### src/rtl/ccdo_pkg.sv
package ccdo_pkg;

  typedef enum logic [1:0] {
    MODE_RUN    = 2'd0,
    MODE_FREEZE = 2'd1,
    MODE_TEST   = 2'd2
  } ccdo_mode_t;

endpackage

### src/rtl/ccdo_edge_sel.sv
module ccdo_edge_sel #(
  parameter int SYNC_STAGES = 2
) (
  input  logic clk,
  input  logic rst_n,
  input  logic pix_i,
  input  logic rise_sel_i,
  output logic act_edge_o
);

  localparam int TOP = SYNC_STAGES - 1;

  logic [SYNC_STAGES-1:0] sync_q;
  logic [SYNC_STAGES-1:0] sync_d;
  logic                   last_q;
  logic                   last_d;
  logic                   rise_seen;
  logic                   fall_seen;

  // synchronizer chain, one stage per generate pass
  for (genvar g = 0; g < SYNC_STAGES; g++) begin : g_sync
    if (g == 0) begin : g_head
      assign sync_d[g] = pix_i;
    end else begin : g_tail
      assign sync_d[g] = sync_q[g-1];
    end
  end

  always_comb begin
    last_d    = sync_q[TOP];
    rise_seen = sync_q[TOP] & ~last_q;
    fall_seen = ~sync_q[TOP] & last_q;
    act_edge_o = rise_sel_i ? rise_seen : fall_seen;
  end

  always_ff @(posedge clk or negedge rst_n) begin
    if (!rst_n) begin
      sync_q <= '0;
      last_q <= 1'b0;
    end else begin
      sync_q <= sync_d;
      last_q <= last_d;
    end
  end

endmodule

### src/rtl/ccdo_ctrl_decode.sv
module ccdo_ctrl_decode
  import ccdo_pkg::*;
(
  input  logic       stdby_i,
  input  logic       stby_sense_i,
  input  logic       oe_i,
  input  logic       oe_sense_i,
  input  logic       blank_i,
  input  logic       blank_high_i,
  input  logic [3:0] pulse_i,
  input  logic [3:0] pulse_high_i,
  output ccdo_mode_t mode_o,
  output logic       drive_en_o,
  output logic       blank_act_o,
  output logic [3:0] strobe_o
);

  always_comb begin
    if (stby_sense_i) begin
      mode_o = stdby_i ? MODE_FREEZE : MODE_RUN;
    end else begin
      mode_o = stdby_i ? MODE_RUN : MODE_TEST;
    end
    drive_en_o  = oe_sense_i ? ~oe_i : oe_i;
    blank_act_o = ~(blank_i ^ blank_high_i);
  end

  for (genvar p = 0; p < 4; p++) begin : g_pulse
    assign strobe_o[p] = pulse_high_i[p] ? pulse_i[p] : ~pulse_i[p];
  end

endmodule

### src/rtl/ccdo_out_reg.sv
module ccdo_out_reg
  import ccdo_pkg::*;
#(
  parameter int DATA_W  = 12,
  parameter int CLAMP_W = 7
) (
  input  logic               clk,
  input  logic               rst_n,
  input  logic               cap_i,
  input  ccdo_mode_t         mode_i,
  input  logic               blank_act_i,
  input  logic [DATA_W-1:0]  sample_i,
  input  logic [CLAMP_W-1:0] clamp_i,
  output logic [DATA_W-1:0]  dout_o
);

  localparam int PAD_W = DATA_W - CLAMP_W;

  logic [DATA_W-1:0] word_q;
  logic [DATA_W-1:0] word_d;
  logic [DATA_W-1:0] clamp_ext;
  logic              load_en;

  always_comb begin
    clamp_ext = {{PAD_W{1'b0}}, clamp_i};
    load_en   = cap_i && (mode_i == MODE_RUN);
    word_d    = word_q;
    if (load_en) begin
      word_d = blank_act_i ? clamp_ext : sample_i;
    end
    dout_o = (mode_i == MODE_TEST) ? '0 : word_q;
  end

  always_ff @(posedge clk or negedge rst_n) begin
    if (!rst_n) begin
      word_q <= '0;
    end else if (load_en) begin
      word_q <= word_d;
    end
  end

endmodule

### src/rtl/ccd_out_stage.sv
module ccd_out_stage
  import ccdo_pkg::*;
#(
  parameter int DATA_W      = 12,
  parameter int CLAMP_W     = 7,
  parameter int SYNC_STAGES = 2
) (
  input  logic               clk,
  input  logic               rst_n,
  input  logic               pix_clk_i,
  input  logic [DATA_W-1:0]  sample_i,
  input  logic [CLAMP_W-1:0] clamp_i,
  input  logic               blank_i,
  input  logic               oe_i,
  input  logic               stdby_i,
  input  logic               shp_i,
  input  logic               shd_i,
  input  logic               clpdm_i,
  input  logic               clpob_i,
  input  logic               edge_rise_i,
  input  logic               blank_high_i,
  input  logic               oe_sense_i,
  input  logic               stby_sense_i,
  input  logic               shpd_high_i,
  input  logic               clpdm_high_i,
  input  logic               clpob_high_i,
  output logic [DATA_W-1:0]  dout_o,
  output logic               dout_en_o,
  output logic               shp_o,
  output logic               shd_o,
  output logic               clpdm_o,
  output logic               clpob_o
);

  logic       act_edge;
  ccdo_mode_t mode;
  logic       blank_act;
  logic [3:0] strobe;

  ccdo_edge_sel #(
    .SYNC_STAGES(SYNC_STAGES)
  ) edge_i (
    .clk       (clk),
    .rst_n     (rst_n),
    .pix_i     (pix_clk_i),
    .rise_sel_i(edge_rise_i),
    .act_edge_o(act_edge)
  );

  ccdo_ctrl_decode ctrl_i (
    .stdby_i     (stdby_i),
    .stby_sense_i(stby_sense_i),
    .oe_i        (oe_i),
    .oe_sense_i  (oe_sense_i),
    .blank_i     (blank_i),
    .blank_high_i(blank_high_i),
    .pulse_i     ({clpob_i, clpdm_i, shd_i, shp_i}),
    .pulse_high_i({clpob_high_i, clpdm_high_i, shpd_high_i, shpd_high_i}),
    .mode_o      (mode),
    .drive_en_o  (dout_en_o),
    .blank_act_o (blank_act),
    .strobe_o    (strobe)
  );

  ccdo_out_reg #(
    .DATA_W (DATA_W),
    .CLAMP_W(CLAMP_W)
  ) oreg_i (
    .clk        (clk),
    .rst_n      (rst_n),
    .cap_i      (act_edge),
    .mode_i     (mode),
    .blank_act_i(blank_act),
    .sample_i   (sample_i),
    .clamp_i    (clamp_i),
    .dout_o     (dout_o)
  );

  assign shp_o   = strobe[0];
  assign shd_o   = strobe[1];
  assign clpdm_o = strobe[2];
  assign clpob_o = strobe[3];

endmodule

### config.mk
export PLATFORM = sky130hd
export DESIGN_NAME = ccd_out_stage
export DESIGN_NICKNAME = d
export VERILOG_FILES = /design/src/rtl/ccdo_pkg.sv /design/src/rtl/ccdo_edge_sel.sv /design/src/rtl/ccdo_ctrl_decode.sv /design/src/rtl/ccdo_out_reg.sv /design/src/rtl/ccd_out_stage.sv
export SDC_FILE = /design/constraint.sdc
export NUM_CORES = 1
export LEC_CHECK = 0
export BUFFER_PORTS_ARGS = -buffer_cell sky130_fd_sc_hd__buf_4
export CORE_MARGIN = 1
export CORE_UTILIZATION = 45
export DETAILED_ROUTE_END_ITERATION = 8
export HOLD_SLACK_MARGIN = 0.06
export PLACE_DENSITY_LB_ADDON = 0.08
export SLEW_MARGIN = 0
export SYNTH_ARGS = -nofsm -noshare
export SYNTH_HDL_FRONTEND = slang
export SYNTH_HIERARCHICAL = 1
export SYNTH_SLANG_ARGS = --single-unit
### constraint.sdc
create_clock -name clk -period 2.8 [get_ports clk]
set_input_delay 0 -clock clk [delete_from_list [all_inputs] [get_ports clk]]
set_output_delay 0 -clock clk [all_outputs]
set_load 0.05 [all_outputs]
After elaboration in Yosys (flattened, before gate mapping)
Cells that the tools add are included.
W data, S select, Z words.
{"block": "op_classes", "eq_ne": 1, "muxes": 11, "bitwise_logic": 10, "n_reduce_logical": 2}
{"operator": "$mux W12", "count": 2}
{"operator": "$mux W1", "count": 7}
{"operator": "$not A1 Y1", "count": 7}
{"operator": "$mux W2", "count": 2}
{"operator": "$and A1 B1 Y1", "count": 2}
{"operator": "$eq A2 B2 Y1 const B", "count": 1}
{"operator": "$logic_not A2 Y1", "count": 1}
{"operator": "$logic_and A1 B1 Y1", "count": 1}
{"operator": "$xor A1 B1 Y1", "count": 1}
{"block": "totals", "register_bits": 15, "input_bits": 36, "wordCells": 27}

Logic depth before layout (Yosys ltp)
Gate-level depths: netlist (run 1).
{"block": "depth", "ltp_word": 4, "ltp_mapped": 5, "depth_no_buf": 4}

Cells and area by module
Netlist (run 1), hierarchy kept.
{"module": "ccdo_out_reg", "n_inst": 1, "cells_per_inst": 53, "area_each_um2": 721.9, "seq_area_each_um2": 300.3}
{"module": "ccdo_edge_sel", "n_inst": 1, "cells_per_inst": 6, "area_each_um2": 97.6, "seq_area_each_um2": 75.1}
{"module": "ccdo_ctrl_decode", "n_inst": 1, "cells_per_inst": 8, "area_each_um2": 62.6, "seq_area_each_um2": 0.0}

Worst setup path after synthesis (run 1)
No wires, ideal clock.
{"block": "synth_path", "kind": "register to register", "startpoint": "register edge_i.sync_q[1]", "endpoint": "register oreg_i.word_q[0]", "setup_time_ps": 125, "arrival_time_ps": 1339, "setup_slack_ps": 1336, "path_stages_with_launch": 6, "n_path_buf": 1, "period_less_slack_ps": 1464, "path_cell_list": "dfrtp_1 > nand2b_1 > o21ai_2 > nor3b_4 > buf_6 > mux2_2"}
{"block": "synth_via", "elab_chain_len": 4, "elab_cells_between_ends": 5, "classes_between": "mux: 1; bitwise: 3; reduce/logical: 1"}
{"element": "start: declaration", "line_no": "ccdo_edge_sel.sv:13", "source": "logic [SYNC_STAGES-1:0] sync_q;"}
{"element": "start signal: assignment", "line_no": "ccdo_edge_sel.sv:41", "source": "sync_q <= sync_d;"}
{"element": "$not A1 Y1", "line_no": "ccdo_edge_sel.sv:32", "source": "fall_seen = ~sync_q[TOP] & last_q;"}
{"element": "$and A1 B1 Y1", "line_no": "ccdo_edge_sel.sv:32"}
{"element": "$mux W1 (*)", "line_no": "ccdo_edge_sel.sv:33", "source": "act_edge_o = rise_sel_i ? rise_seen : fall_seen;"}
{"element": "named net act_edge", "line_no": "ccd_out_stage.sv:35", "source": "logic act_edge;"}
{"element": "$logic_and A1 B1 Y1 (*)", "line_no": "ccdo_out_reg.sv:26", "source": "load_en = cap_i && (mode_i == MODE_RUN);"}
{"element": "end signal: assignment", "line_no": "ccdo_out_reg.sv:38", "source": "word_q <= word_d;"}
{"element": "end: declaration", "line_no": "ccdo_out_reg.sv:19", "source": "logic [DATA_W-1:0] word_q;"}
Mark *: on every way through the listed nets, which the timed path passes. The rest lies on a longest branch.
A chain may end at the register's enable or synchronous reset.

Worst setup path in the final report (run 1)
Ends and elaborated chain as after synthesis.

==> flow_summary.toml, run 1 <==
[outcome]
status = "finished clean"

[place]
finalWeightedCongestion = 0.6570
placement.setup.worst_slack_ps = 995.9
dp_hpwl_um = 1351
placement.cell_area_sq_um = 1285
placement.io_buffers = 52
post-place-cells = 142

[cells_and_area]
stdcell_area_sq_um = 1331
final_layout_size_suffix_gt1_frac = 0.6667
final-instance-count-excl-fill = 148
num_antenna_cells = 0
layout.cells.most_common = "sky130_fd_sc_hd__buf_4"
flow.area_growth_from_synthesis_pct = 50.92
utilization = 0.7467
layout_common_cells = "sky130_fd_sc_hd__buf_4 (53), sky130_fd_sc_hd__dfrtp_1 (15), sky130_fd_sc_hd__and2_1 (13), sky130_fd_sc_hd__mux2_4 (10), sky130_fd_sc_hd__mux2_2 (9)"
layout.nets = 160

[synthesis]
synth_fp_nets = 103
synthesis.instances = 67
synth.ff_latch_count = 15
synth-adder-area-share = 0
synth-seq-area-share = 0.4255
post_synth_xor_area_fraction = 0.05957
synth_cell_types = 14
synth.area.mux_share = 0.2851
yosys_warnings = 6
yosys.area_share.simple = 0.1901
synth_top_family_by_area = "multiplexers"
syn_avg_cell_area_sq_um = 13.17
post_synth_instance_area_sq_um = 882.1
post_synthesis_compound_gate_area_fraction = 0.009929

[cts]
htree_levels = 1
clk_pin_slew_worst_setup_hold_paths_ps = 80
clock-sinks = 15
clockBufferDepth = 2
clock_root_buffer = "sky130_fd_sc_hd__clkbuf_4"
clk_latency_ps = 280
tritoncts.num_buffers = 3
post_cts_resized = 0
cts_tree = "yes"

[worst_hold_path]
worstHoldPathType = "in -> reg"
hold_start = "sample_i[11]"

[routing]
drt-total-wl_um = 1767
route.vias.total = 706
initialDrtViolationCount = 5
wl_per_cell_um = 11.94
drt_first_pass_iters = 2
avgViaCountPerCell = 4.770
final_antenna_net_count = 0
drt_drc_violations_left = 0

[global_routing]
grtUsageMet2 = 0.3549
grt_busiest_layer = "met2"
grt_util_met1 = 0.2070
grt_pass1_wl_um = 2780
grt_start_max_net_pins = 16
grtUsageTotal = 0.1891
met3_usage = 0.04706
overflow = 0
antenna_found_initial = 0
grt_pass1_vias = 690

[sta]
setup_tns_ps = 0
maximum_achievable_frequency_mhz = 561.4
timing.final.setup_violations = 0
grt_setup_unrepaired = "false"
fin_hold_ws_ps = 70.92
post-route-period-util = 0.6361
timing_worst_slew_pin_value_ps = 693.7
timing.final.crit_period_ps = 1781
max_slew_margin = 0.5370
post-route-worst-setup-slack_ps = 1019
hold_viol = 0
worst_clock_skew_ps = 1.687
slew_viol_final = 0

[worst_setup_path]
critical-path-max-stage-delay_ps = 610
critical_path_arrival_ps = 1950
cp.required_ps = 2970
start_kind = "flip-flop"
r2r-start = "edge_i/sync_q[1]"
startpoint = "edge_i/sync_q[1]"
critical_path_cell_sequence = "nand2b_1 -> o21ai_2 -> nor3b_4 -> mux2_2"
worst_path_max_delay_cell = "sky130_fd_sc_hd__nor3b_4"
path_delay_family = "simple AND/OR/NAND/NOR gates"
cp_num_buf_inv = 0
critical_path_class = "reg -> reg"
path_max_fanout = 12
worst_setup_path_end_kind = "flip-flop"

[floorplan]
row_count = 15
area_of_the_die_sq_um = 2141
top_level_ports = 53
chipWidth_um = 46.28
initial_utilization = 0.4947
chipHeight_um = 46.28
core_area_sq_um = 1783

[power]
power_density_nw_per_um2 = 632.7
power.leakage_nw = 0.6671
peak_supply_drop_uv = 436.3
final_total_power_mw = 0.8423

[flow_run]
cap_viol_max_count = 0
-- synth_stat cells --
library cell | instances | share of area
sky130_fd_sc_hd__nor3b_4 | 1 | 0.021
sky130_fd_sc_hd__nand2b_1 | 2 | 0.014
sky130_fd_sc_hd__dfrtp_1 | 15 | 0.43
sky130_fd_sc_hd__o21ai_2 | 1 | 0.0099
sky130_fd_sc_hd__mux2_4 | 10 | 0.17
sky130_fd_sc_hd__clkbuf_1 | 1 | 0.0043
sky130_fd_sc_hd__xnor2_1 | 5 | 0.050
sky130_fd_sc_hd__mux2_2 | 9 | 0.11
sky130_fd_sc_hd__and2b_2 | 5 | 0.050
sky130_fd_sc_hd__xor2_1 | 1 | 0.0099
sky130_fd_sc_hd__nor2_1 | 1 | 0.0043
sky130_fd_sc_hd__buf_6 | 2 | 0.026
sky130_fd_sc_hd__and2_1 | 13 | 0.092
sky130_fd_sc_hd__nand3b_1 | 1 | 0.0085
-- worst paths after layout --
check | end | slack (ps) | cells past startpoint
hold reg to reg | edge_i/sync_q[1] | 350 | 0
hold / removal | oreg_i/word_q[11] | 70 | 3
max in group asynchronous | oreg_i/word_q[1] | 2520 | 2
setup reg to reg | oreg_i/word_q[0] | 1020 | 4
min in group asynchronous | edge_i/last_q | 110 | 2
setup / recovery | oreg_i/word_q[0] | 1020 | 4
-- cells by family (layout without fill, tap and decap cells) --
group | after synthesis | after routing
AND/OR/NAND/NOR | 23 | 23
flip-flops | 15 | 15
XOR/XNOR | 6 | 6
buffers and inverters | 3 | 59
multiplexers | 19 | 19
AO/OA/AOI/OAI | 1 | 1
-- routing by layer --
metal / wire [um] / vias to the layer above
li1: - / 334
met1: 679 / 332
met3: 166 / 2
met4: 10 / 0
met2: 911 / 38
met5: 0 / -
-- timing repair --
item / CTS / global route
setup buffers: 0 / 0
hold buffers: 2 / 0
hold endpoints to repair: 16 / 0
-- final cells by class --
cell class,count,area [sq um]
clock buffers,4,26.28
fillers,135,451.7
multi-input cells,49,480.5
flip-flops and latches,15,375.4
well taps,25,31.28
repair buffers,55,417.9
-- state kept, by name, indices dropped and copies added, names as in the netlist --
name           count
edge_i/sync_q      2
edge_i/last_q      1
oreg_i/word_q     12
-- tightest hold or removal path: cells and delay by family --
family / cells / cell delay (ps)
muxes: 1 / 130
buffers and inverters: 1 / 70
and+or+nand+nor: 1 / 120
-- power breakdown --
part	leakage, nW	total (mW)	internal [mW]	switching, mW
logic	0.470	0.436	0.189	0.246
registers	0.182	0.286	0.264	0.0226
clock network	0.0150	0.120	0.0552	0.0650
total	0.667	0.842	0.508	0.334
No activity file was read; power rests on OpenSTA's default activity.
==> run 2: changes to the inputs <==
Settings changed: CORE_UTILIZATION 45 to 38.
Clock period 2.8 ns to 1.53 ns, I/O delays scaled along.
==> run 2 against run 1 <==
  * Non-clock buffer count up 10
  * Worst hold slack got worse by 0.52 ps
  * Die area up 18%
  * Cell count up 8.8%
  * Routed wire length is 1.0% higher
  * Total power grew 85%
  * Critical path type unchanged
  * Critical endpoint unchanged
==> flow_summary.toml, run 2 (synthesized netlist as in run 1, its figures left out) <==
[outcome]
status = "finished clean"

[cells_and_area]
layout.cells.most_common = "sky130_fd_sc_hd__buf_4"
max_flop_register = "oreg_i/word_q"
utilization = 0.6591
layout.area.seq_sq_um = 375.4
final_layout_size_suffix_gt1_frac = 0.6391
multiInputGateArea_sq_um = 480.5
largest_register_ff_count = 12
layout_common_cells = "sky130_fd_sc_hd__buf_4 (54), sky130_fd_sc_hd__dfrtp_1 (15), sky130_fd_sc_hd__and2_1 (13), sky130_fd_sc_hd__dlygate4sd3_1 (10), sky130_fd_sc_hd__mux2_4 (10)"
final-instance-count-excl-fill = 161
flow.area_growth_from_synthesis_pct = 63.69
stdcell_area_sq_um = 1444
largest_registers_in_the_final_layout = "oreg_i/word_q: 12 flops, edge_i/sync_q: 2 flops, edge_i/last_q: 1 flops"
num_antenna_cells = 0
layout.filler_cells = 169
layout.nets = 170

[routing]
drt_drc_violations_left = 0
drt-total-wl_um = 1785
drt_first_pass_iters = 2
avgViaCountPerCell = 4.447
route.vias.total = 716
initialDrtViolationCount = 3
wl_per_cell_um = 11.09
final_antenna_net_count = 0

[worst_setup_path]
cp.required_ps = 1700
critical_path_class = "reg -> reg"
critical-path-max-stage-delay_ps = 400
start_kind = "flip-flop"
cp_num_buf_inv = 1
path_max_fanout = 12
critical_path_arrival_ps = 1660
worst_setup_path_end_kind = "flip-flop"
worst_path_max_delay_cell = "sky130_fd_sc_hd__dfrtp_1"
critical_path_cell_sequence = "nand2b_1 -> o21ai_2 -> nor3b_4 -> buf_12 -> mux2_2"
path_delay_family = "flip-flops"

[global_routing]
grt_pass1_wl_um = 2967
grtUsageTotal = 0.1580
grt_pass1_vias = 736
antenna_found_initial = 0
overflow = 0
grt_start_max_net_pins = 16

[floorplan]
core_area_sq_um = 2191
initial_utilization = 0.4026
row_count = 17
chipWidth_um = 50.18
chipHeight_um = 50.18
area_of_the_die_sq_um = 2518
top_level_ports = 53

[sta]
grt_setup_unrepaired = "true"
timing.final.setup_violations = 0
timing_worst_slew_pin_value_ps = 367.0
timing.final.crit_period_ps = 1491
slew_viol_final = 0
post-route-period-util = 0.9743
hold_viol = 0
worst_clock_skew_ps = 5.893
maximum_achievable_frequency_mhz = 670.8
max_slew_margin = 0.7553

[power]
power_density_nw_per_um2 = 1081
power.leakage_nw = 0.7165
peak_supply_drop_uv = 758.4
final_total_power_mw = 1.561

[cts]
htree_levels = 1
clockBufferDepth = 2
clk_latency_ps = 280
cts_tree = "yes"
tritoncts.num_buffers = 3
cts_setup_buffers = 0
clock_root_buffer = "sky130_fd_sc_hd__clkbuf_4"
clock-sinks = 15
clk_pin_slew_worst_setup_hold_paths_ps = 90

[place]
post-place-cells = 147
placement.io_buffers = 52
dp_hpwl_um = 1306
finalWeightedCongestion = 0.6596
placement.cell_area_sq_um = 1316

[worst_hold_path]
worstHoldPathType = "in -> reg"

[flow_run]
cap_viol_max_count = 0
[run 2: layout make-up]
class                           count  area share
Timing Repair Buffer               65      0.3640
Multi-Input combinational cell     49      0.3328
Sequential cell                    15      0.2600
Tap cell                           28     0.02426
Clock buffer                        3     0.01560
Clock inverter                      1    0.003466
[run 2: path summary, 6_finish.rpt]
path | from | end | slack, ps | cells after the start
max | edge_i/sync_q[1] | oreg_i/word_q[0] | 40 | 5
min | sample_i[10] | oreg_i/word_q[10] | 70 | 3
max reg2reg | edge_i/sync_q[1] | oreg_i/word_q[0] | 40 | 5
min reg2reg | edge_i/sync_q[0] | edge_i/sync_q[1] | 360 | 0
max in group asynchronous | rst_n | edge_i/last_q | 1260 | 2
min in group asynchronous | rst_n | oreg_i/word_q[4] | 90 | 2
[run 2: metal layers]
metal  track usage  wire [um]
met5             0          0
met4       0.08571         16
met2        0.2800        921
met1        0.1733        731
met3       0.03333        116
[run 2: repair_timing]
action | CTS | global route
hold buffers | 8 | 2
endpoints found under the setup margin | 0 | 7
resized for setup | 0 | 0
hold endpoints to repair | 21 | 2
[run 2: power by group]
part	internal [mW]	total [mW]	switching [mW]
Clock	0.0969	0.221	0.124
Sequential	0.482	0.522	0.0392
Combinational	0.368	0.819	0.451
[run 2: per-stage QoR]
step	TNS (ps)	hold slack, ps	worst slack (ps)
after floorplan	0	-295.6	66.43
after global placement	0	-134.3	74.06
after detailed placement	0	-134.0	40.95
after CTS	0	60.87	31.60
after global routing	-261.8	62.91	-51.64
final	0	70.40	39.26
[run 2: worst reg2reg max path, stage by stage (launching register included)]
cell and delay (ps):
sky130_fd_sc_hd__dfrtp_1 400, sky130_fd_sc_hd__nand2b_1 160, sky130_fd_sc_hd__o21ai_2 100, sky130_fd_sc_hd__nor3b_4 220, sky130_fd_sc_hd__buf_12 170, sky130_fd_sc_hd__mux2_2 330
==> run 3: changes to the inputs <==
Settings changed: PLACE_DENSITY_LB_ADDON 0.08 to 0.25, RECOVER_POWER set to 25.
==> run 3 against run 2 <==
  * Register-to-register slack about the same
  * Total power down 1.1%
  * First-iteration DRC count rose to 2.7 times the previous value
  * Design area down 4.2%
  * Clock power down 3%
  * Sequential cell count unchanged
  * Fmax down 0.35%
  * Clock skew down 3.5 ps
  * Die area unchanged
  * Critical path type unchanged
  * Largest power group unchanged
==> flow_summary.toml, run 3 (synthesized netlist as in run 1, its figures left out) <==
[sta]
timing.final.setup_violations = 0
hold_viol = 0
grt_setup_unrepaired = "true"
timing_worst_slew_pin_value_ps = 763.7
maximum_achievable_frequency_mhz = 668.5
post-route-period-util = 0.9778
slew_viol_final = 0
worst_clock_skew_ps = 2.403
timing.final.crit_period_ps = 1496
max_slew_margin = 0.4909

[cts]
tritoncts.num_buffers = 3
clock_root_buffer = "sky130_fd_sc_hd__clkbuf_4"
post_cts_resized = 0
clk_pin_slew_worst_setup_hold_paths_ps = 80
cts_tree = "yes"
clockBufferDepth = 2
htree_levels = 1
clk_latency_ps = 280
clock-sinks = 15
cts_setup_buffers = 0

[floorplan]
row_count = 17
chipWidth_um = 50.18
top_level_ports = 53
area_of_the_die_sq_um = 2518
chipHeight_um = 50.18
initial_utilization = 0.4026
core_area_sq_um = 2191

[cells_and_area]
stdcell_area_sq_um = 1383
layout.cells.most_common = "sky130_fd_sc_hd__buf_4"
layout.nets = 164
largest_registers_in_the_final_layout = "oreg_i/word_q: 12 flops, edge_i/sync_q: 2 flops, edge_i/last_q: 1 flops"
max_flop_register = "oreg_i/word_q"
layout.filler_cells = 182
final_layout_size_suffix_gt1_frac = 0.6535
num_antenna_cells = 0
layout_common_cells = "sky130_fd_sc_hd__buf_4 (52), sky130_fd_sc_hd__dfrtp_1 (15), sky130_fd_sc_hd__and2_1 (13), sky130_fd_sc_hd__mux2_4 (10), sky130_fd_sc_hd__mux2_2 (9)"
largest_register_ff_count = 12
flow.area_growth_from_synthesis_pct = 56.74

[routing]
drt_first_pass_iters = 4
drt_drc_violations_left = 0
route.vias.total = 705
drt-total-wl_um = 1790
initialDrtViolationCount = 8
wl_per_cell_um = 11.55
avgViaCountPerCell = 4.548
final_antenna_net_count = 0

[worst_setup_path]
worst_setup_path_end_kind = "flip-flop"
path_max_fanout = 12
critical_path_arrival_ps = 1660
worst_path_max_delay_cell = "sky130_fd_sc_hd__dfrtp_1"
critical-path-max-stage-delay_ps = 390
critical_path_cell_sequence = "nand2b_1 -> o21ai_2 -> nor3b_4 -> buf_12 -> mux2_2"
start_kind = "flip-flop"
cp.required_ps = 1700
critical_path_class = "reg -> reg"

[power]
power.leakage_nw = 0.6872
final_total_power_mw = 1.545
peak_supply_drop_uv = 546.2
power_density_nw_per_um2 = 1117

[global_routing]
antenna_found_initial = 0
overflow = 0
grt_pass1_wl_um = 3022
grtUsageTotal = 0.1636
grt_start_max_net_pins = 16
grt_pass1_vias = 720

[place]
finalWeightedCongestion = 0.6499
placement.cell_area_sq_um = 1309
placement.io_buffers = 52
dp_hpwl_um = 1413

[outcome]
status = "finished clean"

[worst_hold_path]
worstHoldPathType = "in -> reg"

[flow_run]
cap_viol_max_count = 0
run 3: metal layers:
metal  vias to the layer above  track usage  wire length, um
li1                        345            -                -
met1                       333       0.1823              626
met2                        25       0.2978             1052
met3                         2      0.01212               94
met4                         0       0.1000               17
met5                         -            0                0
run 3: worst max-delay path, delay by kind of cell, from the launching register on:
| family | cells | cell delay (ps) |
|---|---|---|
| muxes | 1 | 340 |
| and+or+nand+nor | 2 | 380 |
| AOI/OAI and AO/OA | 1 | 100 |
| DFF | 1 | 390 |
| buffers and inverters | 1 | 170 |
run 3: timing repair:
action / in CTS / in global routing
hold buffers: 4 / 1
hold endpoints to repair: 18 / 1
setup endpoints to repair: 0 / 7
run 3: final cells by class:
class                           count  area, sq um  share of cell area
Multi-Input combinational cell     49        480.5              0.3475
Timing Repair Buffer               59        464.2              0.3357
Sequential cell                    15        375.4              0.2715
Tap cell                           28        35.03             0.02534
Clock buffer                        3        22.52             0.01629
Clock inverter                      1        5.005            0.003620
run 3: path summary, 6_finish.rpt:
path,start,endpoint,slack (ps),cells past startpoint
max in group asynchronous,rst_n,oreg_i/word_q[8],740,2
setup / recovery,edge_i/sync_q[1],oreg_i/word_q[8],30,5
hold / removal,sample_i[10],oreg_i/word_q[10],70,3
setup reg to reg,edge_i/sync_q[1],oreg_i/word_q[8],30,5
hold reg to reg,edge_i/sync_q[0],edge_i/sync_q[1],350,0
min in group asynchronous,rst_n,edge_i/sync_q[0],310,2
run 3: power breakdown:
group | switching [mW] | internal [mW] | total, mW
clock network | 0.118 | 0.0969 | 0.215
logic | 0.453 | 0.356 | 0.809
registers | 0.0384 | 0.482 | 0.521
total | 0.610 | 0.935 | 1.54
run 3: metrics by stage:
stage / setup WS [ps] / util / TNS, ps / instances / hold slack [ps]
floorplan: 66.43 / - / 0 / 67 / -295.6
global placement: 80.53 / 0.5974 / 0 / 146 / -140.2
detailed placement: 41.23 / 0.5974 / 0 / 146 / -140.2
CTS: 28.92 / 0.6282 / 0 / 154 / 61.00
global route: -32.31 / 0.6311 / -179.7 / 155 / 60.78
finish: 34.04 / 0.6311 / 0 / 155 / 73.29
